===== src/rtl/viterbi_pkg.sv =====
package viterbi_pkg;
    localparam int NSTATE = 4;

    typedef enum logic {
        PH_FRESH,
        PH_RUN
    } phase_e;

    // First-listed source state of state s
    function automatic int src_first(input int s);
        case (s)
            0: return 1;
            1: return 3;
            2: return 0;
            default: return 3;
        endcase
    endfunction

    // Second-listed source state of state s
    function automatic int src_second(input int s);
        case (s)
            0: return 0;
            1: return 2;
            2: return 1;
            default: return 2;
        endcase
    endfunction

    // Expected symbol on the first-listed branch
    function automatic int exp_first(input int s);
        case (s)
            0: return 3;
            1: return 1;
            2: return 3;
            default: return 2;
        endcase
    endfunction

    // Expected symbol on the second-listed branch
    function automatic int exp_second(input int s);
        case (s)
            0: return 0;
            1: return 2;
            2: return 0;
            default: return 1;
        endcase
    endfunction
endpackage


===== src/rtl/vit_bmu.sv =====
module vit_bmu (
    input  logic       clk,
    input  logic       rst_n,
    input  logic [1:0] sym,
    output logic [3:0][1:0] bm
);
    // One Hamming distance per possible expected symbol
    for (genvar e = 0; e < 4; e++) begin : g_dist
        logic [1:0] diff;
        assign diff  = sym ^ 2'(e);
        assign bm[e] = {1'b0, diff[1]} + {1'b0, diff[0]};

        assert_bm_range_R1: assert property (@(posedge clk) disable iff (!rst_n)
            bm[e] <= 2'd2)
            else $error("branch metric out of range");
    end
endmodule


===== src/rtl/vit_acs_node.sv =====
module vit_acs_node #(
    parameter int PM_W = 8
) (
    input  logic            clk,
    input  logic            rst_n,
    input  logic [PM_W-1:0] pm_a,
    input  logic [PM_W-1:0] pm_b,
    input  logic [1:0]      bm_a,
    input  logic [1:0]      bm_b,
    output logic [PM_W-1:0] pm_new,
    output logic            pick_b
);
    localparam logic [PM_W-1:0] PM_MAX = '1;

    logic [PM_W:0]   sum_a, sum_b;
    logic [PM_W-1:0] sat_a, sat_b;

    assign sum_a = {1'b0, pm_a} + (PM_W+1)'(bm_a);
    assign sum_b = {1'b0, pm_b} + (PM_W+1)'(bm_b);
    // clamp instead of wrapping
    assign sat_a = sum_a[PM_W] ? PM_MAX : sum_a[PM_W-1:0];
    assign sat_b = sum_b[PM_W] ? PM_MAX : sum_b[PM_W-1:0];

    // smaller survives, ties keep the first-listed branch
    assign pick_b = (sat_b < sat_a);
    assign pm_new = pick_b ? sat_b : sat_a;

    assert_no_wrap_R5: assert property (@(posedge clk) disable iff (!rst_n)
        (pm_new >= pm_a) || (pm_new >= pm_b))
        else $error("survivor metric below both sources");
    assert_tie_first_R4: assert property (@(posedge clk) disable iff (!rst_n)
        (pm_a == pm_b && bm_a == bm_b) |-> !pick_b)
        else $error("tie did not keep first branch");
endmodule


===== src/rtl/viterbi_acs.sv =====
module viterbi_acs
    import viterbi_pkg::*;
#(
    parameter int PM_W       = 8,
    parameter int START_BIAS = 8
) (
    input  logic                     clk,
    input  logic                     rst_n,
    input  logic                     restart,
    input  logic                     known_start,
    input  logic                     sym_valid,
    input  logic [1:0]               sym,
    output logic [NSTATE*PM_W-1:0]   pm_out,
    output logic [NSTATE-1:0]        decision,
    output logic                     step_valid
);
    localparam logic [PM_W-1:0] BIAS_V = PM_W'(START_BIAS);

    phase_e phase_q, phase_d;

    logic [NSTATE-1:0][PM_W-1:0] pm_q, pm_init, pm_src, pm_nxt;
    logic [NSTATE-1:0]           dec_nxt, dec_q;
    logic                        step_q;
    logic [3:0][1:0]             bm;

    // initial metrics, state 00 unbiased
    always_comb begin
        pm_init = '0;
        for (int s = 1; s < NSTATE; s++)
            pm_init[s] = known_start ? BIAS_V : '0;
    end

    // restart with a symbol steps from the initial metrics
    assign pm_src = restart ? pm_init : pm_q;

    vit_bmu u_bmu (
        .clk  (clk),
        .rst_n(rst_n),
        .sym  (sym),
        .bm   (bm)
    );

    for (genvar s = 0; s < NSTATE; s++) begin : g_node
        localparam int SA = src_first(s);
        localparam int SB = src_second(s);
        localparam int EA = exp_first(s);
        localparam int EB = exp_second(s);
        vit_acs_node #(.PM_W(PM_W)) u_node (
            .clk   (clk),
            .rst_n (rst_n),
            .pm_a  (pm_src[SA]),
            .pm_b  (pm_src[SB]),
            .bm_a  (bm[EA]),
            .bm_b  (bm[EB]),
            .pm_new(pm_nxt[s]),
            .pick_b(dec_nxt[s])
        );
    end

    // Phase register
    always_ff @(posedge clk) begin
        if (!rst_n) phase_q <= PH_FRESH;
        else        phase_q <= phase_d;
    end

    always_comb begin
        phase_d = phase_q;
        unique case (phase_q)
            PH_FRESH: if (sym_valid) phase_d = PH_RUN;
            PH_RUN:   if (restart && !sym_valid) phase_d = PH_FRESH;
            default:  phase_d = PH_FRESH;
        endcase
    end

    // Metric, decision and strobe registers
    always_ff @(posedge clk) begin
        if (!rst_n) begin
            pm_q   <= '0;
            dec_q  <= '0;
            step_q <= 1'b0;
        end else begin
            step_q <= sym_valid;
            if (sym_valid) begin
                pm_q  <= pm_nxt;
                dec_q <= dec_nxt;
            end else if (restart) begin
                pm_q <= pm_init;
            end
        end
    end

    assign pm_out     = pm_q;
    assign decision   = dec_q;
    assign step_valid = step_q;

    assert_strobe_R6: assert property (@(posedge clk) disable iff (!rst_n)
        sym_valid |=> step_valid)
        else $error("missing step strobe");
    assert_idle_hold_R7: assert property (@(posedge clk) disable iff (!rst_n)
        (!sym_valid && !restart) |=> ($stable(pm_out) && $stable(decision) && !step_valid))
        else $error("state moved while idle");
    assert_fresh_state00_R8: assert property (@(posedge clk) disable iff (!rst_n)
        (restart && !sym_valid) |=> (pm_out[PM_W-1:0] == '0 && phase_q == PH_FRESH))
        else $error("restart did not clear state 00");
    assert_run_after_step_R9: assert property (@(posedge clk) disable iff (!rst_n)
        sym_valid |=> (phase_q == PH_RUN))
        else $error("phase not running after a step");
endmodule


===== config.mk =====
export PLATFORM = sky130hd
export DESIGN_NAME = viterbi_acs
export DESIGN_NICKNAME = d
export VERILOG_FILES = /design/src/rtl/viterbi_pkg.sv /design/src/rtl/vit_bmu.sv /design/src/rtl/vit_acs_node.sv /design/src/rtl/viterbi_acs.sv
export SDC_FILE = /design/constraint.sdc
export NUM_CORES = 1
export LEC_CHECK = 0
export BUFFER_PORTS_ARGS = -buffer_cell sky130_fd_sc_hd__buf_2
export CORE_MARGIN = 5
export CORE_UTILIZATION = 56
export CTS_BUF_LIST = sky130_fd_sc_hd__clkbuf_4 sky130_fd_sc_hd__clkbuf_8
export CTS_CLUSTER_DIAMETER = 150
export DETAILED_ROUTE_END_ITERATION = 8
export GPL_TIMING_DRIVEN = 0
export PLACE_DENSITY = 0.77
export SLEW_MARGIN = 15
export SYNTH_ARGS = -nofsm -noshare
export SYNTH_HDL_FRONTEND = slang
export SYNTH_SLANG_ARGS = --single-unit

===== constraint.sdc =====
create_clock -name clk -period 3.9 [get_ports clk]
set_input_delay 0.195 -clock clk [delete_from_list [all_inputs] [get_ports clk]]
set_output_delay 0.195 -clock clk [all_outputs]
set_load 0.1 [all_outputs]

======== Word-level counts from Yosys, hierarchy flattened ========
Index checks and enable logic that the tools add are counted.
operators by class
  add/subtract/negate cells ............... 12
  magnitude comparators ................... 4
  mux-type cells .......................... 15
  bitwise operators ....................... 3
operator list
  cell         count
  $mux 8       12
  $add 8x2->9  8
  $mux 32      2
  $lt 8x8->1   4
  $add 1x1->2  4
  $mux 4       1
  $not 1->1    2
  $not 2->2    1
storage, ports and cells
  flip-flop bits (word level) ............. 37
  logic and storage cells ................. 40

======== Depth between registers and ports, before layout ========
Gate-level depths: netlist (run 1).
  word-level depth ........................ 7
  mapped depth ............................ 20
  mapped depth without buffers ............ 17

======== By module ========
Synthesis (run 1) repeated with hierarchy kept, for this count alone.
second synthesis, totals
  cells, all modules ...................... 610
  area, all modules ....................... 4794.6 um^2
modules (own cells, without submodules)
  module                                instances  cells an instance  area an instance (um^2)  seq. area each (um^2)
  viterbi_acs                           1          188                1760.4                   740.7
  vit_acs_node at g_node[0].u_node ...  2          103                723.2                    0.0
  vit_acs_node at g_node[3].u_node      1          103                760.7                    0.0
  vit_acs_node at g_node[2].u_node      1          104                750.7                    0.0
  vit_bmu                               1          9                  76.3                     0.0

======== Worst setup path after synthesis (run 1) ========
OpenSTA, ideal clock, no wires.
  path kind ............................... flip-flop to flip-flop
  start ................................... reg pm_q, in the netlist pm_out[9]
  end ..................................... reg pm_q, in the netlist pm_out[19]
  setup time .............................. 76 ps
  arrival ................................. 3826 ps
  required time ........................... 3824 ps
  setup slack ............................. -1 ps
  stages on the path, launching flop included .. 15
  clock period less this slack ............ 3901 ps
  path through ............................ dfxtp_1 -> nor2b_1 -> ha_1 -> a21oi_1 -> nor2_4 -> a31oi_1 -> a41oi_1 -> ha_1 -> and4_1 -> o21ai_0 -> a211o_2 -> and2_1 -> buf_4 -> mux2_4 -> o22ai_2
between the ends
  longest elaborated chain between the ends .. 6
ends and longest elaborated chain
  what                    RTL line            text
  from (decl)             viterbi_acs.sv:21   logic [NSTATE-1:0][PM_W-1:0] pm_q, pm_init, pm_src, pm_nxt;
  from (signal assigned)  viterbi_acs.sv:84   pm_q <= pm_nxt;
  from (signal assigned)  viterbi_acs.sv:87   pm_q <= pm_init;
  $mux 32 (*)             n/a
  $add 8x2->9 (*)         vit_acs_node.sv:19  assign sum_b = {1'b0, pm_b} + (PM_W+1)'(bm_b);
  $mux 8 (*)              vit_acs_node.sv:22  assign sat_b = sum_b[PM_W] ? PM_MAX : sum_b[PM_W-1:0];
  $lt 8x8->1              vit_acs_node.sv:25  assign pick_b = (sat_b < sat_a);
  $mux 8 (*)              vit_acs_node.sv:26  assign pm_new = pick_b ? sat_b : sat_a;
  $mux 32 (*)             viterbi_acs.sv:83   if (sym_valid) begin
Every way passes the cells marked *; elsewhere a longest branch is shown, timed or not.
A chain may end at the register's enable or synchronous reset.

======== Final worst setup path (run 1) ========
  start ................................... in restart
  end ..................................... reg pm_q, in the netlist pm_out[25]
between the ends
  longest elaborated chain between the ends .. 6
  elaborated cells on any way between the ends .. 8
  those cells by class .................... 2 x add/sub; 1 x order compare; 5 x mux
ends and longest elaborated chain
  what                                   RTL line                                text
  from (decl)                            viterbi_acs.sv:9                        input logic restart,
  $mux 32 (*)                            n/a
  $add 8x2->9, on equally long branches  vit_acs_node.sv:19, vit_acs_node.sv:18
  $mux 8, on equally long branches       vit_acs_node.sv:22, vit_acs_node.sv:21
  $lt 8x8->1                             vit_acs_node.sv:25
  $mux 8                                 vit_acs_node.sv:26
  $mux 32 (*)                            viterbi_acs.sv:83
Marks and branches as above.

==> summary.md, run 1 <==
| Metric | Value |
|---|---|
| MaxCap Viol Count | 0 |
| Max VDD drop | 0.297 mV |
| Area Overhead vs Synth | 12.8% |
| DRT Pass-1 Iters | 7 |
| Count leader, synth | nand2_1 |
| Clock Path Buffers | 2 |
| Pwr Density | 352 nW/um2 |
| Hold WS | 332 ps |
| Die Height | 97.5 um |
| Crit. Startpoint | restart |
| Nets | 656 |
| Leading cell types by count after synthesis | nand2_1, ha_1, dfxtp_1, nor2_1 |
| Tcrit/Tclk final | about 100% |
| Largest net degree at the start of global routing | 12 |
| Final Skew | between 9 and 10 ps |
| R2R depth | 14 |
| Seq/Total Area, Yosys | 17.3% |
| Min Tclk post-route | about 3800 ps |
| Clock transition at path regs | about 80 ps |
| Post-route setup TNS | 0 ps |
| ANT cells | 0 |
| Yosys top cell by area | dfxtp_1 |
| Total Routed Length | 13800 um |
| Unrepaired setup endpoints after global routing | false |
| Worst-Margin Slew | 743 ps |
| Vias | 4519 |
| Area of the die | between 9000 and 10000 um2 |
| Post-synth EDFFs | 0 |
| Remaining Overflow, GRT | 0 |
| H-Tree Depth | 2 |
| Root Buffer | clkbuf_8 |
| Drt drc | 0 |
| Antenna violations before repair | 0 |
| Ys Warns | 0 |
| Vias in the first global route | 4234 |
| Run status | complete, no violations |
| Detailed Place HPWL | 10600 um |
| CP Data Required Time | 4090 ps |
| Seq cells post-synth | 37 |
| IO buf count | 43 |
| HP Class | in2reg |
| Cell Area, Synth | 4290 um2 |
| Via density | about 6.3 |
| Crit Path Max Fanout | 10 |
| Post-route cell area | 4840 um2 |
| Clk sinks | 37 |
| Fmax | 263 MHz |
| Endpoints failing setup | 0 |
| Crit path DAT | 4000 ps |
| Cts hold-fix bufs | 0 |
| Final Hold Vio Count | 0 |
| Die extent in x | 97.5 um |
| Gr usage total | 28.4% |
| Initial Utilization | 56.4% |
| Total power | 1.71 mW |
| Share of post-route cells with drive strength above 1 | 19.0% |
| TritonCTS Buffers | 5 |
| Slew Viols, Final | 0 |
| Synth async-reset ratio | 0% |
| Syn avg cell area | 7.72 um2 |
| Synth cell types | 81 |
| Min-delay src | known_start |
| Worst Hold Path Cells | 3 |
| Reg2Reg Launch Point | pm_out[17]$_SDFF_PN0_ |
| Post-route ant nets | 0 |
| CTS tree | done |
| Slew margin rel. | 50.5% |
| Setup Crit Path Kind | in2reg |
| Row count | 32 |
| Clk_lat worst skew | roughly 300 ps |
| Top-area cell type share of the netlist area | between 10% and 20% |
| Startpoint types | input port |
| Starting DRT DRC Count | between 400 and 500 |
| Setup crit end kind | flop |
| Static Leakage | 2.13 nW |
| First-pass GRT wire length | roughly 22000 um |
| Synth Instances | 556 |
| I/O pin count | 44 |
| Main area contributors after synthesis | dfxtp_1, ha_1, nand2_1 |
| DR WL/cell | 19.4 um |
| RePlAce Congestion | about 0.98 |
| Syn nets | around 600 |
| Cell Area, Placed | 4630 um2 |
| Main synth FF type | dfxtp_1 |
| Placeable Area | ~7600 um2 |
where the power goes:
part	total, mW	switching, mW	internal [mW]
Sequential	0.459	0.0444	0.415
Combinational	0.953	0.659	0.294
Clock	0.294	0.162	0.132
flip-flops by register name, indices dropped and copies added, names as in the netlist:
name	flops
decision	4
pm_out	32
step_valid	1
metrics by stage:
stage          setup WS [ps]  std cells  util [%]
6_report                90.8        712      63.6
5_1_grt                0.271        712      63.6
4_1_cts                 29.8        709      62.6
3_5_place_dp           -1210        701      60.9
3_3_place_gp           -1120        701      60.9
2_1_floorplan           18.3        556         -
final timing paths:
path,endpoint,slack (ps)
worst max-delay path,pm_out[25]$_SDFF_PN0_,90
worst min-delay path,pm_out[19]$_SDFF_PN0_,330
worst max register to register,pm_out[15]$_SDFF_PN0_,340
worst min register to register,decision[2]$_SDFFE_PN0P_,500
worst max-delay path, cell delays in order:
cell and delay (ps):
buf_2 180, buf_6 200, buf_6 180, buf_6 190, buf_6 180, buf_6 170, nor2b_1 80, ha_2 230
nor2b_1 160, o21ai_2 250, a21boi_4 110, nand2b_1 150, mux2i_1 200, ha_1 280, a21o_1 170, a21o_1 170
a21o_1 230, a21oi_4 200, buf_6 180, nand4_1 100, o2111a_1 190
final cells by class:
cell class,count,area [um2]
multi-input combinational,480,3410
fill,702,2770
sequential,37,742
timing repair buffer,46,250
buffer,24,171
tap,102,128
clock buffer,6,76.3
inverter,15,56.3
clock inverter,2,10.0
logic make-up (layout without fill, tap and decap cells):
logic type / Yosys count / in the layout / synth area share (%)
xor+xnor: 24 / 24 / 4.90
compound gates: 143 / 143 / 24.1
mux: 15 / 15 / 3.62
simple gates: 256 / 256 / 33.6
fa+ha+maj: 42 / 42 / 12.2
flops: 37 / 37 / 17.3
buf+inv: 39 / 93 / 4.40
cells in the final DEF, fill, tap and decap left out, types with 7 or more instances in the layout:
| master | netlist | layout |
|---|---|---|
| a21o_1 | 12 | 12 |
| a21oi_1 | 27 | 24 |
| a31oi_1 | 16 | 15 |
| and2_1 | 8 | 8 |
| buf_2 | 7 | 45 |
| buf_6 | 2 | 8 |
| clkbuf_1 | 9 | 8 |
| dfxtp_1 | 37 | 36 |
| ha_1 | 40 | 38 |
| inv_1 | 15 | 15 |
| mux2i_1 | 14 | 13 |
| nand2_1 | 65 | 65 |
| nand2b_1 | 21 | 21 |
| nand3_1 | 23 | 23 |
| nand3b_1 | 7 | 7 |
| nor2_1 | 34 | 33 |
| nor2b_1 | 32 | 29 |
| nor3_1 | 14 | 13 |
| o21ai_0 | 32 | 29 |
| o21ai_1 | 5 | 7 |
| xnor2_1 | 18 | 18 |
per-layer routing:
layer	global-route usage, %	share of wire (%)
met4	8.52	2.0
met5	0	0
met1	40.3	44
met2	43.7	43
met3	5.03	10
repair_timing:
item                                    in CTS  in global routing
endpoints found under the setup margin      18                 25
pin swaps                                    1                  3
buffers inserted                             0                  3
gates resized for setup                     14                 16
No activity file was read; power rests on OpenSTA's default activity.
==> inputs of run 2 (changes only) <==
--- a/config.mk
+++ b/config.mk
@@ -13,6 +13,7 @@
 export DETAILED_ROUTE_END_ITERATION = 8
 export GPL_TIMING_DRIVEN = 0
 export PLACE_DENSITY = 0.77
+export RECOVER_POWER = 100
 export SLEW_MARGIN = 15
 export SYNTH_ARGS = -nofsm -noshare
 export SYNTH_HDL_FRONTEND = slang
==> summary.md, run 2 (synthesis results as in run 1) <==
| Metric | Value |
|---|---|
| Run status | complete, no violations |
| Area of the die | 9510 um2 (unchanged) |
| Commonest non-fill, non-tap cell in the layout | nand2_1 |
| Starting DRT DRC Count | 387 (-16%) |
| H-Tree Depth | 2 (unchanged) |
| Finished Layout Cells | 712 (unchanged) |
| DR WL/cell | 19.5 um (+0.26%) |
| Sw Ratio | 51.1% (+0.37 points) |
| Placeable Area | 7610 um2 (unchanged) |
| Slowest cell on the critical path | ha_1 |
| Detailed Place HPWL | 10600 um (unchanged) |
| Setup crit end kind | flop |
| TritonCTS Buffers | 5 (unchanged) |
| Static Leakage | 1.98 nW (-7.1%) |
| Vias | 4542 (+0.51%) |
| Internal power | 0.827 mW (-1.6%) |
| Clk_lat worst skew | 300 ps (about the same) |
| CTS tree | done |
| Setup Crit Path Kind | in2reg |
| Slew Viols, Final | 0 (unchanged) |
| Cell Area, Placed | 4630 um2 (unchanged) |
| Post-route ant nets | 0 (unchanged) |
| Root Buffer | clkbuf_8 |
| CP Data Required Time | 4090 ps (about the same) |
| Min-delay src | known_start |
| Most common cell on crit path | buf_6 |
| Total power | 1.69 mW (-0.88%) |
| Crit path DAT | 3980 ps (-20 ps) |
| Nets | 656 (unchanged) |
| Pwr Density | 353 nW/um2 (+0.21%) |
| Final Skew | 6.88 ps (-2.18 ps) |
| Combinational Power Share | 55.5% (-0.4 points) |
| First-pass GRT wire length | 21800 um (unchanged) |
| CP top delay family | compound AO/OA/AOI/OAI gates |
| CP peak stage delay | 290 ps (about the same) |
| Worst Hold Path Cells | 3 (unchanged) |
| Die extent in x | 97.5 um (unchanged) |
| Initial Utilization | 56.4% (unchanged) |
| End of the worst register-to-register path | pm_out[15]$_SDFF_PN0_ |
| Gr usage total | 28.4% (unchanged) |
| Tcrit/Tclk final | 97.1% (-0.62 points) |
| Clock share of power | 17.3% (about the same) |
| Sequential Power Share | 27.2% (+0.3 points) |
| Worst Hold Endpoint | pm_out[19]$_SDFF_PN0_ |
| Switch Pwr | 0.864 mW (-0.15%) |
| Post-route cell area | 4790 um2 (-1.1%) |
| Largest register FFs | 32 (unchanged) |
| Total Routed Length | 13900 um (+0.26%) |
| MaxCap Viol Count | 0 (unchanged) |
| Drt drc | 0 (unchanged) |
| DRT Pass-1 Iters | 7 (unchanged) |
| Cells along the critical path | buf_2, buf_6, buf_6, buf_6, buf_6, buf_6, nor2b_1, ha_2, nor2b_1, o21ai_2, a21boi_4, nand2b_1, mux2i_1, ha_1, a21o_1, a21o_1, a21o_1, a21oi_4, buf_6, nand4_1, o2111a_1 |
| Final Hold Vio Count | 0 (unchanged) |
| Remaining Overflow, GRT | 0 (unchanged) |
| Max VDD drop | 0.296 mV (-0.37%) |
| Clock transition at path regs | 80 ps (about the same) |
| Die Height | 97.5 um (unchanged) |
| Largest net degree at the start of global routing | 12 (unchanged) |
| Fmax | 264 MHz (+0.64%) |
| Cts hold-fix bufs | 0 (unchanged) |
| Worst-Margin Slew | 1180 ps (+432 ps) |
| I/O pin count | 44 (unchanged) |
| Min Tclk post-route | 3790 ps (-24.1 ps) |
| Worst Path Buf+Inv | 7 (unchanged) |
| Place WS | -1210 ps (unchanged) |
| HP Class | in2reg |
| Row count | 32 (unchanged) |
| Most frequent cells in the layout | nand2_1, clkbuf_1, ha_1 |
| R2R setup slack | 200 ps (-140 ps) |
| ANT cells | 0 (unchanged) |
| Via density | 6.38 (+0.51%) |
| Reg2Reg Launch Point | pm_out[17]$_SDFF_PN0_ |
| Area Overhead vs Synth | 11.6% |
| Share of post-route cells with drive strength above 1 | 12.6% (-6.4 points) |
| Startpoint types | input port |
| Slew margin rel. | 22.0% (-28 points) |
| PnR worst setup slack | 115 ps (+24.1 ps) |
| Vias in the first global route | 4234 (unchanged) |
| Clock Path Buffers | 2 (unchanged) |
| Unrepaired setup endpoints after global routing | false |
| Crit Path Max Fanout | 10 (unchanged) |
| # fillers | 730 (+4.0%) |
| Endpoints failing setup | 0 (unchanged) |
| RePlAce Congestion | 0.985 (unchanged) |
| Post-route setup TNS | 0 ps (unchanged) |
| Cells after DPL | 701 (unchanged) |
| Clk sinks | 37 (unchanged) |
| Antenna violations before repair | 0 (unchanged) |
| R2R depth | 14 (unchanged) |
| IO buf count | 43 (unchanged) |
## run 2: changes by cell type in the layout (fill, tap and decap cells not counted)
cell,delta
clkbuf_1,+38
o21ai_1,-2
clkbuf_2,+1
nand2_2,-1
buf_2,-38
buf_4,-1
o21ai_0,+2
nand2_1,+1
## run 2: worst register-to-register path, cell delays in order, from the launching register on
cell and delay, ps:
dfxtp_1 450, nor4bb_2 450, a211oi_4 110, nor3b_2 250, xnor2_1 100, o21ai_0 410
ha_1 340, a21o_1 160, a21o_1 170, a211o_1 330, nand2b_1 190, a31oi_4 240
buf_6 180, nand2_1 60, a31oi_1 210
## run 2: worst max-delay path by stage
| stage | start | cells past startpoint | end | slack, ps |
|---|---|---|---|---|
| finish | restart | 21 | pm_out[25]$_SDFF_PN0_ | 110 |
| global route | restart | 21 | pm_out[25]$_SDFF_PN0_ | 0.9 |
| CTS | restart | 21 | pm_out[25]$_SDFF_PN0_ | 30 |
| detailed placement | restart | 21 | pm_out[25]$_SDFF_PN0_ | -1210 |
| global placement | restart | 21 | pm_out[25]$_SDFF_PN0_ | -1120 |
| floorplan | pm_out[1]$_SDFF_PN0_ | 15 | pm_out[19]$_SDFF_PN0_ | 20 |
## run 2: final cells by class
class,count,area (um2),share of cell area [%]
repair buffers,46,203,4.23
plain buffers,24,169,3.53
clock inverters,2,10.0,0.209
inverters,15,56.3,1.18
flip-flops and latches,37,742,15.5
clock buffers,6,76.3,1.59
multi-input cells,480,3400,71.1
well taps,102,128,2.67
## run 2: per-layer routing
metal,global-route usage [%],wire (um),up-vias
met4,8.52,289,0
li1,-,-,2139
met5,0,0,-
met2,43.7,6060,247
met1,40.3,6190,2126
met3,5.03,1340,30
## run 2: what timing repair did
action,CTS,global route
gates resized for setup,14,16
buffers inserted,0,3
setup endpoints to repair,18,25
pin swaps,1,3
## run 2: power by group through the flow
stage / combinational (mW) / sequential [mW] / clock, mW
floorplan: 0.480 / 0.721 / 0
global placement: 0.898 / 0.464 / 0
detailed placement: 0.912 / 0.466 / 0
CTS: 0.925 / 0.457 / 0.294
global route: 1.00 / 0.466 / 0.310
finish: 0.938 / 0.460 / 0.293
## run 2: metrics by stage
stage,hold WS (ps),util [%]
floorplan,401,-
global placement,462,60.9
finish,334,62.9
global route,349,62.9
detailed placement,482,60.9
CTS,322,62.6
==> inputs of run 3 (changes only) <==
--- a/config.mk
+++ b/config.mk
@@ -6,14 +6,15 @@
 export NUM_CORES = 1
 export LEC_CHECK = 0
 export BUFFER_PORTS_ARGS = -buffer_cell sky130_fd_sc_hd__buf_2
+export CELL_PAD_IN_SITES_DETAIL_PLACEMENT = 0
+export CELL_PAD_IN_SITES_GLOBAL_PLACEMENT = 2
 export CORE_MARGIN = 5
-export CORE_UTILIZATION = 56
+export CORE_UTILIZATION = 33
 export CTS_BUF_LIST = sky130_fd_sc_hd__clkbuf_4 sky130_fd_sc_hd__clkbuf_8
 export CTS_CLUSTER_DIAMETER = 150
 export DETAILED_ROUTE_END_ITERATION = 8
 export GPL_TIMING_DRIVEN = 0
 export PLACE_DENSITY = 0.77
-export RECOVER_POWER = 100
 export SLEW_MARGIN = 15
 export SYNTH_ARGS = -nofsm -noshare
 export SYNTH_HDL_FRONTEND = slang
==> summary.md, run 3 (synthesis results as in run 1) <==
| Metric | Value |
|---|---|
| Run status | complete, no violations |
| Clock transition at path regs | 90 ps (about the same) |
| Cts hold-fix bufs | 0 (unchanged) |
| Initial Utilization | 33.9% (-23 points) |
| Antenna violations before repair | 0 (unchanged) |
| Share of post-route cells with drive strength above 1 | 19.3% (+6.7 points) |
| Vias in the first global route | 4090 (-3.4%) |
| Max VDD drop | 0.186 mV (-37%) |
| Clock Path Buffers | 2 (unchanged) |
| Worst Hold Path Cells | 4 (+1) |
| Slew Viols, Final | 0 (unchanged) |
| FF/Latch Area | 742 um2 (unchanged) |
| Setup Crit Path Kind | in2reg |
| Final Hold Vio Count | 0 (unchanged) |
| Setup crit end kind | flop |
| Cell Area, Placed | 4720 um2 (+1.9%) |
| Fmax | 268 MHz (+1.4%) |
| Post-route cell area | 4940 um2 (+3.3%) |
| I/O pin count | 44 (unchanged) |
| Area Overhead vs Synth | 15.2% |
| Slew margin rel. | 48.3% (+26 points) |
| Starting DRT DRC Count | 340 (-12%) |
| Slowest cell on the critical path | a31oi_1 |
| Endpoints failing setup | 0 (unchanged) |
| Area of the die | 15400 um2 (+62%) |
| Die Height | 124 um (+27%) |
| R2R setup slack | 310 ps (+110 ps) |
| Cells along the critical path | clkbuf_4, buf_12, clkbuf_2, nor2b_2, ha_1, a31oi_1, nor3_2, xnor2_1, nand2_1, ha_1, a21o_1, a21o_1, a21oi_1, o21a_1, and2_1, buf_4, mux2_4, o22ai_2 |
| Tcrit/Tclk final | 95.7% (-1.3 points) |
| Startpoint types | input port |
| H-Tree Depth | 2 (unchanged) |
| Die extent in x | 124 um (+27%) |
| Drt drc | 0 (unchanged) |
| MaxCap Viol Count | 0 (unchanged) |
| Nets | 658 (+0.30%) |
| Clk sinks | 37 (unchanged) |
| Vias | 4340 (-4.4%) |
| CP peak stage delay | 370 ps (+80 ps) |
| Largest net degree at the start of global routing | 20 (+8) |
| Clk_lat worst skew | 310 ps (about the same) |
| Worst-Margin Slew | 776 ps (-400 ps) |
| Unrepaired setup endpoints after global routing | false |
| RePlAce Congestion | 0.864 (-12%) |
| Area of the multi-input gates | 3410 um2 (+0.33%) |
| Static Leakage | 2.14 nW (+8.2%) |
| # fillers | 1418 (+94%) |
| Total Routed Length | 15200 um (+9.8%) |
| CP Data Required Time | 4120 ps (+30 ps) |
| R2R depth | 15 (+1) |
| Detailed Place HPWL | 11900 um (+12%) |
| Via density | 5.54 (-13%) |
| Pwr Density | 350 nW/um2 (-0.90%) |
| Remaining Overflow, GRT | 0 (unchanged) |
| Crit path DAT | 3960 ps (-20 ps) |
| Root Buffer | clkbuf_8 |
| ANT cells | 0 (unchanged) |
| Largest register FFs | 32 (unchanged) |
| Placeable Area | 12700 um2 (+67%) |
| Final Skew | 10.5 ps (+3.58 ps) |
| DR WL/cell | 19.4 um (-0.31%) |
| TritonCTS Buffers | 5 (unchanged) |
| Post-route ant nets | 0 (unchanged) |
| Gr usage total | 20.0% (-8.4 points) |
| Crit Path Max Fanout | 19 (+9) |
| DRT Pass-1 Iters | 5 (-2) |
| IO buf count | 43 (unchanged) |
| Min Tclk post-route | 3730 ps (-52.5 ps) |
| First-pass GRT wire length | 23200 um (+6.3%) |
| Total power | 1.73 mW (+2.3%) |
| HP Class | in2reg |
| Most frequent cells in the layout | nand2_1, buf_2, ha_1 |
| Row count | 41 (+28%) |
| CTS tree | done |
| Commonest non-fill, non-tap cell in the layout | nand2_1 |
## run 3: cell types whose count changed in the layout (fill, tap and decap cells not counted), sizes merged
cell    delta
buf       +40
clkbuf    -38
## run 3: repair_timing
action                     4_1_cts  5_1_grt
pin swaps                        0        4
setup buffers                    0        6
cloned                           0        0
setup endpoints to repair       28       24
resized for setup               11       18
## run 3: final cells by class
type                            count  area share, %
Tap cell                          172           4.35
Clock inverter                      2          0.202
Inverter                           15           1.14
Buffer                             23           3.37
Timing Repair Buffer               49           5.32
Sequential cell                    37           15.0
Multi-Input combinational cell    480           69.1
Clock buffer                        6           1.54
## run 3: critical path, delay by kind of cell
family          cells  cell delay (ps)
mux                 1              310
simple gates        4              590
compound gates      6             1220
buf+inv             4              770
fa+ha+maj           2              620
xor+xnor            1              230
## run 3: path summary, 6_finish.rpt
check | startpoint | end
hold reg to reg | decision[2]$_SDFFE_PN0P_ | decision[2]$_SDFFE_PN0P_
hold / removal | sym_valid | decision[2]$_SDFFE_PN0P_
setup / recovery | restart | pm_out[19]$_SDFF_PN0_
setup reg to reg | pm_out[9]$_SDFF_PN0_ | pm_out[19]$_SDFF_PN0_
## run 3: stage by stage
step           instances  hold WS (ps)  TNS (ps)  util [%]  setup WS, ps
2_1_floorplan        556           401         0         -          18.3
4_1_cts              778           261         0      38.2          12.8
6_report             784           274         0      39.0           167
5_1_grt              784           316         0      39.0          17.1
3_5_place_dp         771           471    -24010      37.3         -1420
3_3_place_gp         771           466    -24200      37.3         -1430
## run 3: where the power goes
| group | leakage (nW) | internal, mW | switching, mW | total, mW |
|---|---|---|---|---|
| Combinational | 1.79 | 0.300 | 0.670 | 0.969 |
| Clock | 0.0484 | 0.132 | 0.170 | 0.302 |
| Sequential | 0.304 | 0.415 | 0.0442 | 0.459 |
## run 3: per-layer routing
layer	GRT usage [%]	up-vias	wire length (um)
li1	-	2140	-
met1	30.4	2052	7700
met2	29.6	131	6470
met3	2.72	17	834
met4	4.59	0	239
met5	0	-	0
